--- config.mk ---
export PLATFORM = sky130hd
export DESIGN_NAME = audio_ctrl_i2c_slave
export DESIGN_NICKNAME = d
export VERILOG_FILES = /design/src/rtl/audctl_pkg.sv /design/src/rtl/twi_line_sync.sv /design/src/rtl/twi_byte_engine.sv /design/src/rtl/audctl_reg_bank.sv /design/src/rtl/audio_ctrl_i2c_slave.sv
export SDC_FILE = /design/constraint.sdc
export NUM_CORES = 1
export LEC_CHECK = 0
export BUFFER_PORTS_ARGS = -buffer_cell sky130_fd_sc_hd__buf_2
export CORE_ASPECT_RATIO = 1.1
export CORE_MARGIN = 2
export CORE_UTILIZATION = 61
export DETAILED_ROUTE_END_ITERATION = 10
export PLACE_DENSITY = 0.81
export SYNTH_ARGS = -nofsm -noshare
export SYNTH_HDL_FRONTEND = slang
export SYNTH_HIERARCHICAL = 1
export SYNTH_SLANG_ARGS = --single-unit
--- constraint.sdc ---
create_clock -name clk -period 3.6 [get_ports clk]
set_clock_uncertainty 0.05 [all_clocks]
set_input_delay 0.36 -clock clk [delete_from_list [all_inputs] [get_ports clk]]
set_output_delay 0.36 -clock clk [all_outputs]
set_load 0.01 [all_outputs]
--- src/rtl/audctl_pkg.sv ---
package audctl_pkg;
  localparam int BYTE_W  = 8;
  localparam int IDX_W   = 4;
  localparam int ATT_W   = 7;
  localparam int GAIN_W  = 4;
  localparam int ATT_N   = 3;

  typedef enum logic [2:0] {
    ST_IDLE,
    ST_ADDR,
    ST_SUB,
    ST_DATA,
    ST_SKIP
  } bus_state_t;

  localparam logic [1:0]        SRC_RST  = 2'b10;
  localparam logic [GAIN_W-1:0] GAIN_RST = 4'hE;
  localparam logic [ATT_W-1:0]  ATT_RST  = 7'h7F;

  localparam logic [IDX_W-1:0] SLOT_SRC  = 4'd0;
  localparam logic [IDX_W-1:0] SLOT_GAIN = 4'd1;

  // slot of attenuator channel i: 0 volume, 1 right speaker, 2 left speaker
  function automatic logic [IDX_W-1:0] att_slot(input int i);
    case (i)
      0:       att_slot = 4'd2;
      1:       att_slot = 4'd6;
      default: att_slot = 4'd7;
    endcase
  endfunction

  // lowest coarse-step value (bits [6:3]) that means mute
  function automatic logic [3:0] att_mute_min(input int i);
    att_mute_min = (i == 0) ? 4'd6 : 4'd10;
  endfunction
endpackage

--- src/rtl/twi_line_sync.sv ---
module twi_line_sync #(
  parameter int STAGES = 2
) (
  input  logic clk,
  input  logic rst,
  input  logic scl_in,
  input  logic sda_in,
  output logic scl_rise,
  output logic scl_fall,
  output logic start_det,
  output logic stop_det,
  output logic sda_lvl
);
  logic [STAGES-1:0] scl_ff, sda_ff;
  logic scl_prev, sda_prev;
  logic scl_now, sda_now;

  always_ff @(posedge clk) begin
    if (rst) begin
      scl_ff[0] <= 1'b1;
      sda_ff[0] <= 1'b1;
    end else begin
      scl_ff[0] <= scl_in;
      sda_ff[0] <= sda_in;
    end
  end

  generate
    for (genvar s = 1; s < STAGES; s++) begin : g_stage
      always_ff @(posedge clk) begin
        if (rst) begin
          scl_ff[s] <= 1'b1;
          sda_ff[s] <= 1'b1;
        end else begin
          scl_ff[s] <= scl_ff[s-1];
          sda_ff[s] <= sda_ff[s-1];
        end
      end
    end
  endgenerate

  assign scl_now = scl_ff[STAGES-1];
  assign sda_now = sda_ff[STAGES-1];

  always_ff @(posedge clk) begin
    if (rst) begin
      scl_prev <= 1'b1;
      sda_prev <= 1'b1;
    end else begin
      scl_prev <= scl_now;
      sda_prev <= sda_now;
    end
  end

  assign scl_rise  = scl_now && !scl_prev;
  assign scl_fall  = !scl_now && scl_prev;
  assign start_det = scl_now && scl_prev && sda_prev && !sda_now;
  assign stop_det  = scl_now && scl_prev && !sda_prev && sda_now;
  assign sda_lvl   = sda_now;
endmodule

--- src/rtl/twi_byte_engine.sv ---
module twi_byte_engine
  import audctl_pkg::*;
#(
  parameter logic [6:0] DEV_ADDR = 7'h44
) (
  input  logic              clk,
  input  logic              rst,
  input  logic              scl_rise,
  input  logic              scl_fall,
  input  logic              start_det,
  input  logic              stop_det,
  input  logic              sda_lvl,
  output logic              sda_pull,
  output logic              wr_en,
  output logic [IDX_W-1:0]  wr_idx,
  output logic [BYTE_W-2:0] wr_data
);
  localparam int CNT_W   = $clog2(BYTE_W + 1);
  localparam int INC_BIT = IDX_W;
  localparam logic [BYTE_W-1:0] WR_ADDR = {DEV_ADDR, 1'b0};

  bus_state_t        state;
  logic [CNT_W-1:0]  bitcnt;
  logic [BYTE_W-1:0] shreg;
  logic              ack_ph;
  logic [IDX_W-1:0]  idx;
  logic              inc;
  logic              receiving;

  assign receiving = (state == ST_ADDR) || (state == ST_SUB) || (state == ST_DATA);

  always_ff @(posedge clk) begin
    if (rst) begin
      state    <= ST_IDLE;
      bitcnt   <= '0;
      shreg    <= '0;
      ack_ph   <= 1'b0;
      sda_pull <= 1'b0;
      idx      <= '0;
      inc      <= 1'b0;
      wr_en    <= 1'b0;
      wr_idx   <= '0;
      wr_data  <= '0;
    end else begin
      wr_en <= 1'b0;
      if (start_det) begin
        state    <= ST_ADDR;
        bitcnt   <= '0;
        ack_ph   <= 1'b0;
        sda_pull <= 1'b0;
      end else if (stop_det) begin
        state    <= ST_IDLE;
        bitcnt   <= '0;
        ack_ph   <= 1'b0;
        sda_pull <= 1'b0;
      end else if (scl_rise && !ack_ph && receiving) begin
        shreg  <= {shreg[BYTE_W-2:0], sda_lvl};
        bitcnt <= bitcnt + 1'b1;
      end else if (scl_fall) begin
        if (ack_ph) begin
          ack_ph   <= 1'b0;
          sda_pull <= 1'b0;
          bitcnt   <= '0;
        end else if (receiving && bitcnt == CNT_W'(BYTE_W)) begin
          bitcnt <= '0;
          case (state)
            ST_ADDR: begin
              if (shreg == WR_ADDR) begin
                ack_ph   <= 1'b1;
                sda_pull <= 1'b1;
                state    <= ST_SUB;
              end else begin
                state <= ST_SKIP;
              end
            end
            ST_SUB: begin
              ack_ph   <= 1'b1;
              sda_pull <= 1'b1;
              idx      <= shreg[IDX_W-1:0];
              inc      <= shreg[INC_BIT];
              state    <= ST_DATA;
            end
            default: begin
              ack_ph   <= 1'b1;
              sda_pull <= 1'b1;
              wr_en    <= 1'b1;
              wr_idx   <= idx;
              wr_data  <= shreg[BYTE_W-2:0];
              if (inc) idx <= idx + 1'b1;
            end
          endcase
        end
      end
    end
  end
endmodule

--- src/rtl/audctl_reg_bank.sv ---
module audctl_reg_bank
  import audctl_pkg::*;
(
  input  logic                       clk,
  input  logic                       rst,
  input  logic                       wr_en,
  input  logic [IDX_W-1:0]           wr_idx,
  input  logic [BYTE_W-2:0]          wr_data,
  output logic [1:0]                 src_sel,
  output logic [GAIN_W-1:0]          in_gain,
  output logic [ATT_N-1:0][ATT_W-1:0] att_code,
  output logic [ATT_N-1:0]           att_mute
);
  always_ff @(posedge clk) begin
    if (rst) begin
      src_sel <= SRC_RST;
      in_gain <= GAIN_RST;
    end else if (wr_en) begin
      if (wr_idx == SLOT_SRC && wr_data[1]) src_sel <= wr_data[1:0];
      if (wr_idx == SLOT_GAIN) in_gain <= wr_data[GAIN_W-1:0];
    end
  end

  generate
    for (genvar g = 0; g < ATT_N; g++) begin : g_att
      localparam logic [IDX_W-1:0] SLOT = att_slot(g);
      localparam logic [3:0]       MMIN = att_mute_min(g);
      always_ff @(posedge clk) begin
        if (rst) begin
          att_code[g] <= ATT_RST;
          att_mute[g] <= 1'b1;
        end else if (wr_en && wr_idx == SLOT) begin
          att_code[g] <= wr_data[ATT_W-1:0];
          att_mute[g] <= (wr_data[ATT_W-1:3] >= MMIN);
        end
      end
    end
  endgenerate
endmodule

--- src/rtl/audio_ctrl_i2c_slave.sv ---
module audio_ctrl_i2c_slave
  import audctl_pkg::*;
#(
  parameter logic [6:0] DEV_ADDR    = 7'h44,
  parameter int         SYNC_STAGES = 2
) (
  input  logic       clk,
  input  logic       rst,
  input  logic       scl_in,
  input  logic       sda_in,
  output logic       sda_pull_low,
  output logic [1:0] src_sel,
  output logic [3:0] in_gain,
  output logic [6:0] vol_code,
  output logic       vol_mute,
  output logic [6:0] spk_r_code,
  output logic       spk_r_mute,
  output logic [6:0] spk_l_code,
  output logic       spk_l_mute
);
  logic scl_rise, scl_fall, start_det, stop_det, sda_lvl;
  logic                        wr_en;
  logic [IDX_W-1:0]            wr_idx;
  logic [BYTE_W-2:0]           wr_data;
  logic [ATT_N-1:0][ATT_W-1:0] att_code;
  logic [ATT_N-1:0]            att_mute;

  twi_line_sync #(.STAGES(SYNC_STAGES)) u_sync (
    .clk(clk), .rst(rst), .scl_in(scl_in), .sda_in(sda_in),
    .scl_rise(scl_rise), .scl_fall(scl_fall),
    .start_det(start_det), .stop_det(stop_det), .sda_lvl(sda_lvl)
  );

  twi_byte_engine #(.DEV_ADDR(DEV_ADDR)) u_engine (
    .clk(clk), .rst(rst), .scl_rise(scl_rise), .scl_fall(scl_fall),
    .start_det(start_det), .stop_det(stop_det), .sda_lvl(sda_lvl),
    .sda_pull(sda_pull_low), .wr_en(wr_en), .wr_idx(wr_idx), .wr_data(wr_data)
  );

  audctl_reg_bank u_regs (
    .clk(clk), .rst(rst), .wr_en(wr_en), .wr_idx(wr_idx), .wr_data(wr_data),
    .src_sel(src_sel), .in_gain(in_gain), .att_code(att_code), .att_mute(att_mute)
  );

  assign vol_code   = att_code[0];
  assign vol_mute   = att_mute[0];
  assign spk_r_code = att_code[1];
  assign spk_r_mute = att_mute[1];
  assign spk_l_code = att_code[2];
  assign spk_l_mute = att_mute[2];
endmodule

==> results by stage, run 1 <==
Status:
- The flow ran to the end, and the final reports show no timing, DRC or antenna violations.

Timing:
- The portion of the clock cycle consumed by the worst path in the final layout is a little under three quarters.
- The number of endpoints with negative hold slack in the final report was 0.
- For the final routed database, the setup TNS stands at 0 ps.
- Final hold analysis gives a worst-case slack of ~160 ps.
- The worst pin sits at a relative slew slack of a little under two fifths.
- The setup violation total in the final timing report is 0.
- Derived from the worst setup path, the maximum achievable clock frequency is 390 MHz.
- Setup repair after global routing left no endpoint under its margin.
- The pin slew with the least headroom to its limit is just over 900 ps.
- The number of slew-limit violations in the final report is 0.
- The time the worst path needs with I/O delays and setup is between 2000 and 3000 ps.

Power and ir drop:
- The worst voltage drop across the vdd grid is ~0.00042 V.
- Dividing total power by cell area gives a power density of ~440 mW/mm2.
- Summed over all cells, the static leakage comes to ~1.3 nW.
- The total chip power is 1.47 mW.

Yosys:
- The commonest register cell after synthesis is sky130_fd_sc_hd__dfxtp_1.
- The fraction of the yosys area taken by sequential cells is 47.5%.
- The number of enable flip-flop cells after synthesis is 0.
- Sorting the synthesized cells by area gives the leading types as sky130_fd_sc_hd__dfxtp_1 (48%), sky130_fd_sc_hd__mux2i_1 (13%), sky130_fd_sc_hd__nor2_1 (6.7%).
- The netlist uses 50 different library cells.
- The post-synth design cell area is approximately 0.0029 mm2.
- The synthesized design spends more area on one cell type than any other, namely sky130_fd_sc_hd__dfxtp_1.
- The Yosys warning count is 6.
- Synthesis produced a netlist whose cell count is between 300 and 400.
- The area share of the largest cell type after synthesis is a little under half.
- Synthesis inferred 70 register bits.
- The number of nets in the synthesized netlist is between 300 and 400.
- In this run the mean area of a mapped cell was ~9.4 um2.
- The fraction of registers with async set or reset after synthesis is 0%.

Worst setup path:
- The critical path class is reg -> reg.
- The critical path capture point type is a register.
- The most critical setup path has its endpoint at u_engine/idx[0]$_SDFFE_PP0P_.
- The cell type group with the largest total delay on the critical path is simple AND/OR/NAND/NOR gates.
- The endpoint of the most critical register-to-register path is u_engine/idx[0]$_SDFFE_PP0P_.
- The critical path startpoint category is a register.
- At the worst endpoint, the required time is ~3800 ps.
- The maximum net fanout on the critical path is 17.
- The dominant cell type by count on the critical path is sky130_fd_sc_hd__or4_1.
- The longest individual stage delay on the worst path is roughly 680 ps.
- For the worst setup path, the data arrival time is between 2000 and 3000 ps.
- The slowest cell on the critical path is sky130_fd_sc_hd__or4_1.
- The critical register-to-register path startpoint is u_sync/scl_prev$_SDFF_PP1_.
- The startpoint of the worst setup timing path is u_sync/scl_prev$_SDFF_PP1_.
- The worst register-to-register path has a depth of 5.
- For flop-to-flop paths, the worst setup slack is ~1000 ps.
- The number of buffers and inverters on the critical path is 0.
- The path length in cells of the critical path is 5.
- Traced cell by cell, the critical path runs through nor2b_1, or3b_1, or4_1, or4_1, a31oi_1.

Clock tree:
- The number of levels the H-tree was split into is 3.
- The longest clock path from root to sink contains 2 buffers.
- The count of buffers added by post-CTS timing repair for setup is 0.
- TritonCTS created 9 clock buffers.
- The later-pin clock latency in the skew report is between 300 and 400 ps.
- The total of cells resized after clock tree synthesis is 0.
- The clock sink count is 70.
- Clock-pin slew was measured on the worst setup and hold paths at around 70 ps.
- The root buffer selected by CTS is sky130_fd_sc_hd__clkbuf_8.
- The TritonCTS clock tree is yes.
- The cts-stage hold buffer count is 0.

Final layout:
- After routing the design area is approximately 0.0033 mm2.
- After filler insertion, the fill cell instance count of the layout stands at between 300 and 400.
- The number of antenna cells inserted is 0.
- The post-route netlist has around 18% of its cells at a drive strength greater than 1.
- The non-filler instance count after layout is 405.
- The area added between synthesis and finish is 13.3%.
- After the last flow step, the layout net total stands at 351.

Floorplanning:
- The area enclosed by the die boundary is ~0.0054 mm2.
- During I/O placement, the number of pins put on the boundary was 35.
- The starting density of the core is 63.4%.
- The die span in y is around 77 um.
- The count of standard-cell rows is 26.
- The core region is approximately 0.0047 mm2.
- The die extent in x is approximately 70 um.

Detailed routing:
- The detailed router finished its first iteration with 140 violations.
- The total wire length is between 5 and 6 mm.
- In the routed layout, each cell is associated on average with a via count of approximately 5.7.
- The total number of vias is around 2300.
- The count of nets left with antenna violations once routing finished came out at 0.
- In the final routed layout, each cell accounts on average for around 14 um.
- The number of remaining DRC errors is 0.
- The count of TritonRoute iterations in the first routing pass is 4.

GRT:
- The first global-routing pass estimated about 10 mm of wire.
- Global routing finished with a remaining overflow of 0.
- The maximum number of pins on one net before global-route repair is 55.
- The via count of the first global-routing pass is around 2200.
- In the global route stage, overall resource usage came out at between 20 and 25%.
- The initial antenna violation count is 0.

Job:
- The max-capacitance violation count is 0.

Min path:
- The hold-critical path depth is 2.
- The min-delay analysis places its worst path in the category in -> reg.

Placement:
- In this run, placement finished with an instance count of 389.
- The wire-length estimate of the detail-placed layout is slightly below 4 mm.
- At the end of routability-driven placement, the weighted congestion stood at around 0.82.
- The number of buffers added on ports is 34.
- After detailed placement, the total cell area comes to 0.00313 mm2.
worst reg2reg max path: stages (launching register included):
cell	delay, ps
sky130_fd_sc_hd__dfxtp_1	350
sky130_fd_sc_hd__nor2b_1	250
sky130_fd_sc_hd__or3b_1	430
sky130_fd_sc_hd__or4_1	680
sky130_fd_sc_hd__or4_1	590
sky130_fd_sc_hd__a31oi_1	160
synthesized netlist by cell type, types with 3 or more instances:
| master | number |
|---|---|
| sky130_fd_sc_hd__o21ai_0 | 17 |
| sky130_fd_sc_hd__inv_1 | 7 |
| sky130_fd_sc_hd__dfxtp_1 | 70 |
| sky130_fd_sc_hd__buf_2 | 4 |
| sky130_fd_sc_hd__mux2i_1 | 38 |
| sky130_fd_sc_hd__nand3_1 | 19 |
| sky130_fd_sc_hd__or2_1 | 6 |
| sky130_fd_sc_hd__a211oi_1 | 4 |
| sky130_fd_sc_hd__nand2b_1 | 6 |
| sky130_fd_sc_hd__o31ai_1 | 3 |
| sky130_fd_sc_hd__nor2_1 | 53 |
| sky130_fd_sc_hd__nor3_1 | 4 |
| sky130_fd_sc_hd__and4b_1 | 3 |
| sky130_fd_sc_hd__clkbuf_1 | 10 |
| sky130_fd_sc_hd__a21oi_1 | 19 |
| sky130_fd_sc_hd__ha_1 | 3 |
per-stage QoR:
step           worst slack [ps]  util, %
2_1_floorplan              1400        -
3_3_place_gp               1110     67.3
3_5_place_dp               1080     67.3
4_1_cts                    1040     71.8
5_1_grt                     869     71.8
6_report                   1030     71.8
cells by family after synthesis:
kind of cell / count (synthesis) / share of synthesized area (%)
AND/OR/NAND/NOR: 117 / 21.1
flip-flops: 70 / 47.5
AO/OA/AOI/OAI: 58 / 12.4
multiplexers: 39 / 13.3
buffers and inverters: 24 / 3.78
adder cells (fa/ha/maj): 3 / 1.27
XOR/XNOR: 2 / 0.594
worst min path at each step:
| stage | start | end |
|---|---|---|
| finish | scl_in | u_sync/scl_ff[0]$_SDFF_PP1_ |
| global route | scl_in | u_sync/scl_ff[0]$_SDFF_PP1_ |
| CTS | scl_in | u_sync/scl_ff[0]$_SDFF_PP1_ |
| detailed placement | u_sync/scl_ff[0]$_SDFF_PP1_ | u_sync/scl_now$_SDFF_PP1_ |
| global placement | u_sync/scl_ff[0]$_SDFF_PP1_ | u_sync/scl_now$_SDFF_PP1_ |
| floorplan | u_sync/scl_ff[0]$_SDFF_PP1_ | u_sync/scl_now$_SDFF_PP1_ |
power by group:
group          internal, mW  switching [mW]
Sequential            0.777         0.00300
Combinational        0.0125          0.0309
Clock                 0.357           0.284
layout make-up:
type | instances | area [um2] | share of cell area [%]
Tap cell | 56 | 70.1 | 2.10
Timing Repair Buffer | 37 | 193 | 5.77
Inverter | 7 | 26.3 | 0.787
Clock inverter | 5 | 57.6 | 1.72
Clock buffer | 11 | 151 | 4.53
Sequential cell | 70 | 1400 | 41.9
Multi-Input combinational cell | 219 | 1440 | 43.1
layout by cell type, fill, tap and decap left out, types with 6 or more instances in the layout:
master	netlist	layout
sky130_fd_sc_hd__dfxtp_1	70	70
sky130_fd_sc_hd__nor2_1	53	53
sky130_fd_sc_hd__mux2i_1	38	38
sky130_fd_sc_hd__buf_2	4	34
sky130_fd_sc_hd__nand3_1	19	19
sky130_fd_sc_hd__a21oi_1	19	19
sky130_fd_sc_hd__o21ai_0	17	17
sky130_fd_sc_hd__clkbuf_8	0	11
sky130_fd_sc_hd__inv_1	7	7
sky130_fd_sc_hd__nand2b_1	6	6
sky130_fd_sc_hd__or2_1	6	6
sequential cells by signal, indices dropped and copies added (netlist names), 2 cells and up:
register	cells
u_engine/bitcnt	4
u_engine/idx	4
u_engine/shreg	8
u_engine/state	3
u_engine/wr_data	7
u_engine/wr_idx	4
u_regs/att_code	21
u_regs/att_mute	3
u_regs/in_gain	4
u_regs/src_sel	2
metal layers:
metal  vias up  wire length (um)  track usage (%)
met5         -                 0                0
met4         0                87             10.0
met3         7               340             6.31
met2        69              2900             39.6
met1      1067              2480             26.9
li1       1170                 -                -
(Power assumes the default switching activity.)
==> inputs of run 2 (changes only) <==
--- a/config.mk
+++ b/config.mk
@@ -5,12 +5,13 @@
 export SDC_FILE = /design/constraint.sdc
 export NUM_CORES = 1
 export LEC_CHECK = 0
+export ABC_AREA = 1
 export BUFFER_PORTS_ARGS = -buffer_cell sky130_fd_sc_hd__buf_2
 export CORE_ASPECT_RATIO = 1.1
 export CORE_MARGIN = 2
-export CORE_UTILIZATION = 61
+export CORE_UTILIZATION = 52
 export DETAILED_ROUTE_END_ITERATION = 10
-export PLACE_DENSITY = 0.81
+export PLACE_DENSITY = 0.73
 export SYNTH_ARGS = -nofsm -noshare
 export SYNTH_HDL_FRONTEND = slang
 export SYNTH_HIERARCHICAL = 1
==> constraint.sdc (replaced) <==
create_clock -name clk -period 2.2 [get_ports clk]
set_clock_uncertainty 0.05 [all_clocks]
set_input_delay 0.22 -clock clk [delete_from_list [all_inputs] [get_ports clk]]
set_output_delay 0.22 -clock clk [all_outputs]
set_load 0.01 [all_outputs]
==> run 2 against run 1 <==
Design area increased by 5.8%. Combinational power increased by 59%. Core utilization decreased by 11 points. Largest power group unchanged. Critical path depth increased by 3. Synthesized cell count increased by 36%. Total power increased by 71%. Final cell count increased by 34%. Global-route usage decreased by 1.7 points. Routed wire length increased by 11%. Worst hold slack got worse by 150 ps. Maximum frequency increased by 43%. Die area increased by 22%.
==> results by stage, run 2 <==
Timing:
- The worst hold margin is 10.6 ps (-146 ps).
- The portion of the clock cycle consumed by the worst path in the final layout is 81.7% (+10 points).
- The pin slew with the least headroom to its limit was 595 ps (-340 ps).
- The number of slew-limit violations in the final report is 0 (unchanged).
- The number of endpoints with negative hold slack in the final report came to 0 (unchanged).
- The total negative slack is 0 ps (unchanged).
- The maximum clock rate is 556 MHz (+43%).
- The time the worst path needs with I/O delays and setup is 1800 ps (-768 ps).
- The normalized max-slew margin is 60.0% (+23 points).
- Setup repair after global routing left no endpoint under its margin.
- The setup violation total in the final timing report is 0 (unchanged).

Clock tree:
- The clock sink count is 70 (unchanged).
- The count of buffers added by post-CTS timing repair for setup is 0 (unchanged).
- CTS placed an instance of sky130_fd_sc_hd__clkbuf_8 at the clock tree root.
- The total of cells resized after clock tree synthesis was 0 (unchanged).
- The cts-stage hold buffer count is 0 (unchanged).
- The later-pin clock latency in the skew report was 340 ps (about the same).
- The number of levels the H-tree was split into was 3 (unchanged).
- The maximum clock path buffer count is 2 (unchanged).
- The clock-pin slew on the worst setup and hold paths is 70 ps (about the same).
- The total clock buffers created by CTS was 9 (unchanged).
- TritonCTS built the clock tree.

Floorplanning:
- The area enclosed by the die boundary came to 0.00661 mm2 (+22%).
- The starting density of the core is 53.9% (-9.5 points).
- The die extent in x is 77.7 um (+11%).
- The die span in y is 85.1 um (+11%).
- The count of standard-cell rows is 29 (+12%).
- The area inside the core boundary is 0.00577 mm2 (+24%).
- The number of I/O pins is 35 (unchanged).

Power and ir drop:
- The part of the total power dissipated in sequential elements came to 51.0% (-2.2 points).
- The switching power share of the total is 20.6% (-1.2 points).
- The cell-internal power is 1.99 mW (+73%).
- The switching power is 514 uW (+61%).
- The power density relative to cell area is 707 mW/mm2 (+61%).
- The leakage power of the design was 1.56 nW (+20%).
- The share of total power in combinational logic came to 2.8% (-0.2 points).
- The worst voltage drop across the vdd grid is 0.000566 V (+34%).
- The proportion of power drawn by the clock network is 46.3% (+2.5 points).

Job:
- The max-capacitance violation count is 0 (unchanged).

Final layout:
- The register area was 0.00140 mm2 (unchanged).
- The area added between synthesis and finish is 13.7%.
- The number of antenna cells inserted is 0 (unchanged).
- The core occupancy in the finished layout is 61.2% (-11 points).
- The number of nets in the finished design is 470 (+34%).
- The multi-input combinational cell area is 0.00146 mm2 (+1.5%).
- Leaving out fill and tap cells, the most frequent cells in the layout are sky130_fd_sc_hd__nand2_1 (121), sky130_fd_sc_hd__dfxtp_1 (70), sky130_fd_sc_hd__nand3_1 (58).
- The register containing the most flip-flops in the final layout is u_regs/att_code.
- The number of flip-flops in the largest register is 21 (unchanged).
- The most common library cell in the layout ignoring fill and taps is sky130_fd_sc_hd__nand2_1.
- The largest registers in the layout are u_regs/att_code (21), u_engine/shreg (8), u_engine/wr_data (7).
- The share of layout cells above drive strength 1 came to 17.6% (-0.78 points).
- The fill cell instance count of the final layout is 526 (+48%).

Placement:
- The number of buffers added on ports is 34 (unchanged).
- The placer's final routability congestion estimate is 0.826 (+0.41%).
- The post-DP HPWL is 4.52 mm (+16%).

Detailed routing:
- The total number of vias is 2745 (+19%).
- The number of remaining DRC errors came to 0 (unchanged).
- The via density per instance is 5.05 (-12%).
- The total wire length was 6.47 mm (+11%).
- The number of nets with antenna violations after detailed routing came to 0 (unchanged).
- The average wire per cell in the routed design is 11.9 um (-17%).
- The iteration-0 DRC count of the detailed router is 113 (-19%).
- The count of TritonRoute iterations in the first routing pass is 4 (unchanged).

Yosys:
- The number of enable flip-flop cells after synthesis is 0 (unchanged).
- The adder-cell area share of the yosys netlist came to 1.21% (-0.066 points).
- In the post-synthesis netlist, the cell with the most instances is sky130_fd_sc_hd__nand2_1.
- The multiplexer fraction of the synthesized cell area is 0% (-13 points).
- The count of cell types in the netlist is 28 (-44%).
- The XOR/XNOR share of the synthesized area was 0.564% (-0.031 points).
- The synthesis-stage register bit count is 70 (unchanged).
- The fraction of registers with async set or reset after synthesis is 0% (unchanged).
- The post-synthesis average cell area came to 7.28 um2 (-23%).
- The Yosys warning count is 6 (unchanged).
- Of all cell types, the one taking the most synthesized area is sky130_fd_sc_hd__dfxtp_1.
- The fraction of the yosys area taken by sequential cells is 45.1% (-2.4 points).
- The commonest register cell after synthesis is sky130_fd_sc_hd__dfxtp_1.
- The share of the synthesized area in compound gates (AO/OA/AOI/OAI) is 7.45% (-5.0 points).
- The post-synth design cell area is 0.00311 mm2 (+5.4%).
- The area share of the largest cell type after synthesis came to 45.1% (-2.4 points).
- The main combinational cell family by area after synthesis is simple AND/OR/NAND/NOR gates.
- The synthesized net count is 434 (+36%).
- The post-synthesis share of cell area spent on and, or, nand and nor gates is 37.8% (+17 points).
- By area the synthesized netlist is led by sky130_fd_sc_hd__dfxtp_1 (45%), sky130_fd_sc_hd__nand2_1 (15%), sky130_fd_sc_hd__nand3_1 (9.3%).
- Ranked by instance count, the synthesized netlist is headed by sky130_fd_sc_hd__nand2_1 (121), sky130_fd_sc_hd__dfxtp_1 (70), sky130_fd_sc_hd__nand3_1 (58), sky130_fd_sc_hd__nor2_1 (42), sky130_fd_sc_hd__inv_1 (37).
- The gate count of the mapped netlist is 427 (+36%).

GRT:
- The initial antenna violation count is 0 (unchanged).
- The global-route congestion overflow total is 0 (unchanged).
- The global router's overall resource usage was 21.5% (-1.7 points).
- The via count of the first global-routing pass came to 2453 (+11%).
- The maximum number of pins on one net before global-route repair came to 31 (-44%).
- The wire length of the first global-routing pass is 11.3 mm (+13%).

Worst setup path:
- The critical path startpoint category is a register.
- The worst setup path is captured at a register.
- The data required time at the worst endpoint came to 2390 ps (-1420 ps).
- The critical path is of the reg -> reg type.
- Walking the worst path, the cells encountered are nand2_1, nor2_1, nor2_2, nand3_2, nor2_4, nand3_1, nand2_1, nor2_1.
- The setup slack on the worst flop-to-flop path is 400 ps (-630 ps).
- The longest individual stage delay on the worst path is 430 ps (-250 ps).
- The maximum net fanout on the critical path is 22 (+5).
- For this design, the slowest cell found on the critical path is sky130_fd_sc_hd__nor2_4.
- The arrival time reported for the critical path endpoint is 1980 ps (-800 ps).
- The cell type group with the largest total delay on the critical path is simple AND/OR/NAND/NOR gates.
- The combined buffer and inverter count along the critical path came to 0 (unchanged).

Status:
- The flow ran to the end, and the final reports show no timing, DRC or antenna violations.

Min path:
- In this run the worst hold path is classified as in -> reg.
[run 2: routing by layer]
layer | wire length [um] | share of wire [%] | GRT usage, % | vias to the layer above
met5 | 0 | 0 | 0 | -
met1 | 2990 | 46 | 26.8 | 1239
met4 | 128 | 2.0 | 9.58 | 0
li1 | - | - | - | 1431
met3 | 278 | 4.3 | 4.89 | 13
met2 | 3070 | 47 | 35.5 | 62
[run 2: power by group through the flow]
stage / Clock [mW] / Sequential, mW / Combinational (mW)
2_1_floorplan: 0 / 1.30 / 0.0509
3_3_place_gp: 0 / 1.30 / 0.0667
3_5_place_dp: 0 / 1.30 / 0.0675
4_1_cts: 1.18 / 1.27 / 0.0692
5_1_grt: 1.23 / 1.27 / 0.0784
6_report: 1.16 / 1.27 / 0.0690
[run 2: final timing paths]
kind,depth (start not counted),start,to
max,8,u_sync/scl_now$_SDFF_PP1_,u_engine/wr_data[2]$_SDFFE_PP0P_
min,2,sda_in,u_sync/sda_ff[0]$_SDFF_PP1_
max reg2reg,8,u_sync/scl_now$_SDFF_PP1_,u_engine/wr_data[2]$_SDFFE_PP0P_
min reg2reg,1,u_sync/scl_ff[0]$_SDFF_PP1_,u_sync/scl_now$_SDFF_PP1_
[run 2: final cells by class]
cell class	instances	share of cell area, %
clock inverter	3	1.91
tap	77	2.73
multi-input combinational	302	41.4
sequential	70	39.7
inverter	44	4.67
clock buffer	12	4.39
timing repair buffer	36	5.24
[run 2: cell families (layout without fill, tap and decap cells)]
| group | count (synthesis) | after routing |
|---|---|---|
| adder cells (fa/ha/maj) | 3 | 3 |
| AO/OA/AOI/OAI | 44 | 44 |
| XOR/XNOR | 2 | 2 |
| flip-flops | 70 | 70 |
| AND/OR/NAND/NOR | 253 | 253 |
| buffers and inverters | 55 | 95 |
[run 2: metrics by stage]
step / instance area [um2] / setup slack, ps / std cells / total power [mW]
after floorplan: 3110 / 753 / 427 / 1.35
after global placement: 3310 / 494 / 529 / 1.37
after detailed placement: 3310 / 460 / 529 / 1.37
after CTS: 3530 / 417 / 544 / 2.52
after global routing: 3530 / 166 / 544 / 2.58
final: 3530 / 402 / 544 / 2.50
==> inputs of run 3 (changes only) <==
--- a/config.mk
+++ b/config.mk
@@ -9,9 +9,9 @@
 export BUFFER_PORTS_ARGS = -buffer_cell sky130_fd_sc_hd__buf_2
 export CORE_ASPECT_RATIO = 1.1
 export CORE_MARGIN = 2
-export CORE_UTILIZATION = 52
+export CORE_UTILIZATION = 58
 export DETAILED_ROUTE_END_ITERATION = 10
-export PLACE_DENSITY = 0.73
+export PLACE_DENSITY = 0.77
 export SYNTH_ARGS = -nofsm -noshare
 export SYNTH_HDL_FRONTEND = slang
 export SYNTH_HIERARCHICAL = 1
==> constraint.sdc (replaced) <==
create_clock -name clk -period 1.8 [get_ports clk]
set_clock_uncertainty 0.05 [all_clocks]
set_input_delay 0.18 -clock clk [delete_from_list [all_inputs] [get_ports clk]]
set_output_delay 0.18 -clock clk [all_outputs]
set_load 0.01 [all_outputs]
==> run 3 against run 2 <==
Worst hold slack gained 79 ps. Routed wire length shrank 2.6%. Total power grew 16%. Largest cell class unchanged. Maximum frequency grew 11%. Die area shrank 9.8%. Critical endpoint is now u_engine/state[0]$_SDFFE_PP0P_.
==> results by stage, run 3 (synthesis gave the netlist of run 2 again) <==
Timing:
- The number of slew-limit violations in the final report is 0 (unchanged).
- Setup repair after global routing left no endpoint under its margin.
- The maximum clock rate is 617 MHz (+11%).
- The time the worst path needs with I/O delays and setup is 1620 ps (-177 ps).
- The number of endpoints with negative hold slack in the final report came to 0 (unchanged).
- The total negative slack is 0 ps (unchanged).
- The normalized max-slew margin is 75.4% (+15 points).
- The portion of the clock cycle consumed by the worst path in the final layout is 90.1% (+8.3 points).
- The pin slew with the least headroom to its limit was 369 ps (-226 ps).
- The setup violation total in the final timing report is 0 (unchanged).

Clock tree:
- The clock-pin slew on the worst setup and hold paths was 70 ps (about the same).
- The total of cells resized after clock tree synthesis came to 0 (unchanged).
- TritonCTS built the clock tree.
- The clock sink count is 70 (unchanged).
- The root buffer selected by CTS is sky130_fd_sc_hd__clkbuf_8.
- The number of levels the H-tree was split into is 3 (unchanged).
- The total clock buffers created by CTS is 9 (unchanged).
- The maximum clock path buffer count came to 2 (unchanged).
- The later-pin clock latency in the skew report is 350 ps (about the same).

GRT:
- The via count of the first global-routing pass came to 2492 (+1.6%).
- The initial antenna violation count is 0 (unchanged).
- The wire length of the first global-routing pass was 10.6 mm (-6.2%).
- The global router's overall resource usage was 23.0% (+1.5 points).
- The global-route congestion overflow total is 0 (unchanged).
- The maximum number of pins on one net before global-route repair is 31 (unchanged).

Worst setup path:
- The arrival time reported for the critical path endpoint was 1810 ps (-170 ps).
- The worst setup path is launched from a register.
- The worst setup path is of the reg -> reg kind.
- Traced cell by cell, the critical path runs through inv_1, nor2_1, inv_1, nor2_2, nand3_2, nand2_1, inv_1, a21oi_1, nor2_1.
- The dominant cell type by count on the critical path is sky130_fd_sc_hd__inv_1.
- The maximum net fanout on the critical path was 16 (-27%).
- The cell type group with the largest total delay on the critical path is simple AND/OR/NAND/NOR gates.
- The critical path capture point type is a register.
- The longest individual stage delay on the worst path was 350 ps (-80 ps).
- The combined buffer and inverter count along the critical path is 3 (+3).
- The data required time at the worst endpoint was 1990 ps (-400 ps).
- For this design, the slowest cell found on the critical path is sky130_fd_sc_hd__dfxtp_1.

Placement:
- The number of buffers added on ports came to 34 (unchanged).
- The placer's final routability congestion estimate came to 0.846 (+2.5%).
- The post-DP HPWL is 4.59 mm (+1.7%).

Detailed routing:
- The via density per instance is 5.09 (+0.83%).
- The average wire per cell in the routed design was 11.5 um (-3.1%).
- The number of nets with antenna violations after detailed routing came to 0 (unchanged).
- The total number of vias is 2783 (+1.4%).
- The iteration-0 DRC count of the detailed router is 174 (+54%).
- The count of TritonRoute iterations in the first routing pass came to 4 (unchanged).
- The total wire length is 6.31 mm (-2.6%).
- The number of remaining DRC errors is 0 (unchanged).

Floorplanning:
- The starting density of the core is 60.9% (+7.1 points).
- The number of I/O pins is 35 (unchanged).
- The area enclosed by the die boundary is 0.00596 mm2 (-9.8%).
- The die extent in x is 73.8 um (-5.0%).
- The die span in y came to 80.8 um (-5.1%).
- The area inside the core boundary is 0.00510 mm2 (-12%).
- The count of standard-cell rows is 27 (-6.9%).

Power and ir drop:
- The worst voltage drop across the vdd grid was 0.000655 V (+16%).
- The leakage power of the design is 1.58 nW (+1.2%).
- The power density relative to cell area is 817 mW/mm2 (+15%).

Final layout:
- The register area came to 0.00140 mm2 (unchanged).
- The share of layout cells above drive strength 1 is 18.5% (+0.97 points).
- The number of nets in the finished design came to 477 (+1.5%).
- The largest registers in the layout are u_regs/att_code (21), u_engine/shreg (8), u_engine/wr_data (7).
- The multi-input combinational cell area is 0.00146 mm2 (unchanged).
- The core occupancy in the finished layout was 69.8% (+8.6 points).
- The number of antenna cells inserted was 0 (unchanged).
- The fill cell instance count of the final layout was 453 (-14%).
- Counting flops per register, the top entry is u_regs/att_code.
- Relative to the synthesized area, the layout overhead comes to 14.6%.
- The library cell used most frequently in the layout, excluding fill and tap cells, is sky130_fd_sc_hd__nand2_1.
- The number of flip-flops in the largest register came to 21 (unchanged).
- In the layout the commonest cells are sky130_fd_sc_hd__nand2_1 (121), sky130_fd_sc_hd__dfxtp_1 (70), sky130_fd_sc_hd__nand3_1 (58).

Min path:
- The min-delay analysis places its worst path in the category in -> reg.

Status:
- The run finished with clean final reports.

Job:
- The max-capacitance violation count was 0 (unchanged).
## run 3: final timing paths
path | startpoint | endpoint | cells past startpoint | slack (ps)
worst max-delay path | u_sync/scl_now$_SDFF_PP1_ | u_engine/state[0]$_SDFFE_PP0P_ | 9 | 180
worst max register to register | u_sync/scl_now$_SDFF_PP1_ | u_engine/state[0]$_SDFFE_PP0P_ | 9 | 180
worst min register to register | u_sync/scl_ff[0]$_SDFF_PP1_ | u_sync/scl_now$_SDFF_PP1_ | 1 | 370
worst min-delay path | rst | u_engine/shreg[7]$_SDFFE_PP0P_ | 2 | 90
## run 3: worst register-to-register path, cell delays in order (launching register included)
cell	delay, ps
sky130_fd_sc_hd__dfxtp_1	350
sky130_fd_sc_hd__inv_1	60
sky130_fd_sc_hd__nor2_1	130
sky130_fd_sc_hd__inv_1	120
sky130_fd_sc_hd__nor2_2	170
sky130_fd_sc_hd__nand3_2	260
sky130_fd_sc_hd__nand2_1	150
sky130_fd_sc_hd__inv_1	60
sky130_fd_sc_hd__a21oi_1	120
sky130_fd_sc_hd__nor2_1	60
## run 3: stage by stage
| step | power (mW) | setup WS, ps | hold WS, ps | instances | cell area, um2 |
|---|---|---|---|---|---|
| after detailed placement | 1.68 | 101 | 313 | 528 | 3330 |
| after floorplan | 1.65 | 353 | 199 | 427 | 3110 |
| after global routing | 3.01 | 1.56 | 99.6 | 547 | 3560 |
| final | 2.91 | 179 | 90.0 | 547 | 3560 |
| after CTS | 2.94 | 83.2 | 78.3 | 546 | 3550 |
| after global placement | 1.68 | 153 | 311 | 528 | 3330 |
## run 3: power breakdown
| part | switching, mW | internal, mW | total, mW |
|---|---|---|---|
| combinational | 0.0605 | 0.0288 | 0.0893 |
| sequential | 0.00326 | 1.55 | 1.56 |
| clock | 0.586 | 0.678 | 1.26 |
| total | 0.650 | 2.26 | 2.91 |
## run 3: area by class of cell
type / instances / area share [%]
Clock buffer: 11 / 3.97
Timing Repair Buffer: 43 / 6.81
Sequential cell: 70 / 39.3
Tap cell: 72 / 2.53
Multi-Input combinational cell: 302 / 41.1
Clock inverter: 5 / 1.65
Inverter: 44 / 4.64
## run 3: what timing repair did
item,4_1_cts,5_1_grt
setup endpoints to repair,0,11
hold buffers,2,0
setup buffers,0,1
hold endpoints to repair,2,0
## run 3: metal layers
layer	wire (um)	part of all wire [%]	GRT usage, %	up-vias
met5	0	0	0	-
met3	260	4.1	4.09	23
met1	2790	44	26.9	1245
met4	261	4.1	17.5	0
met2	2990	47	37.2	73
li1	-	-	-	1442
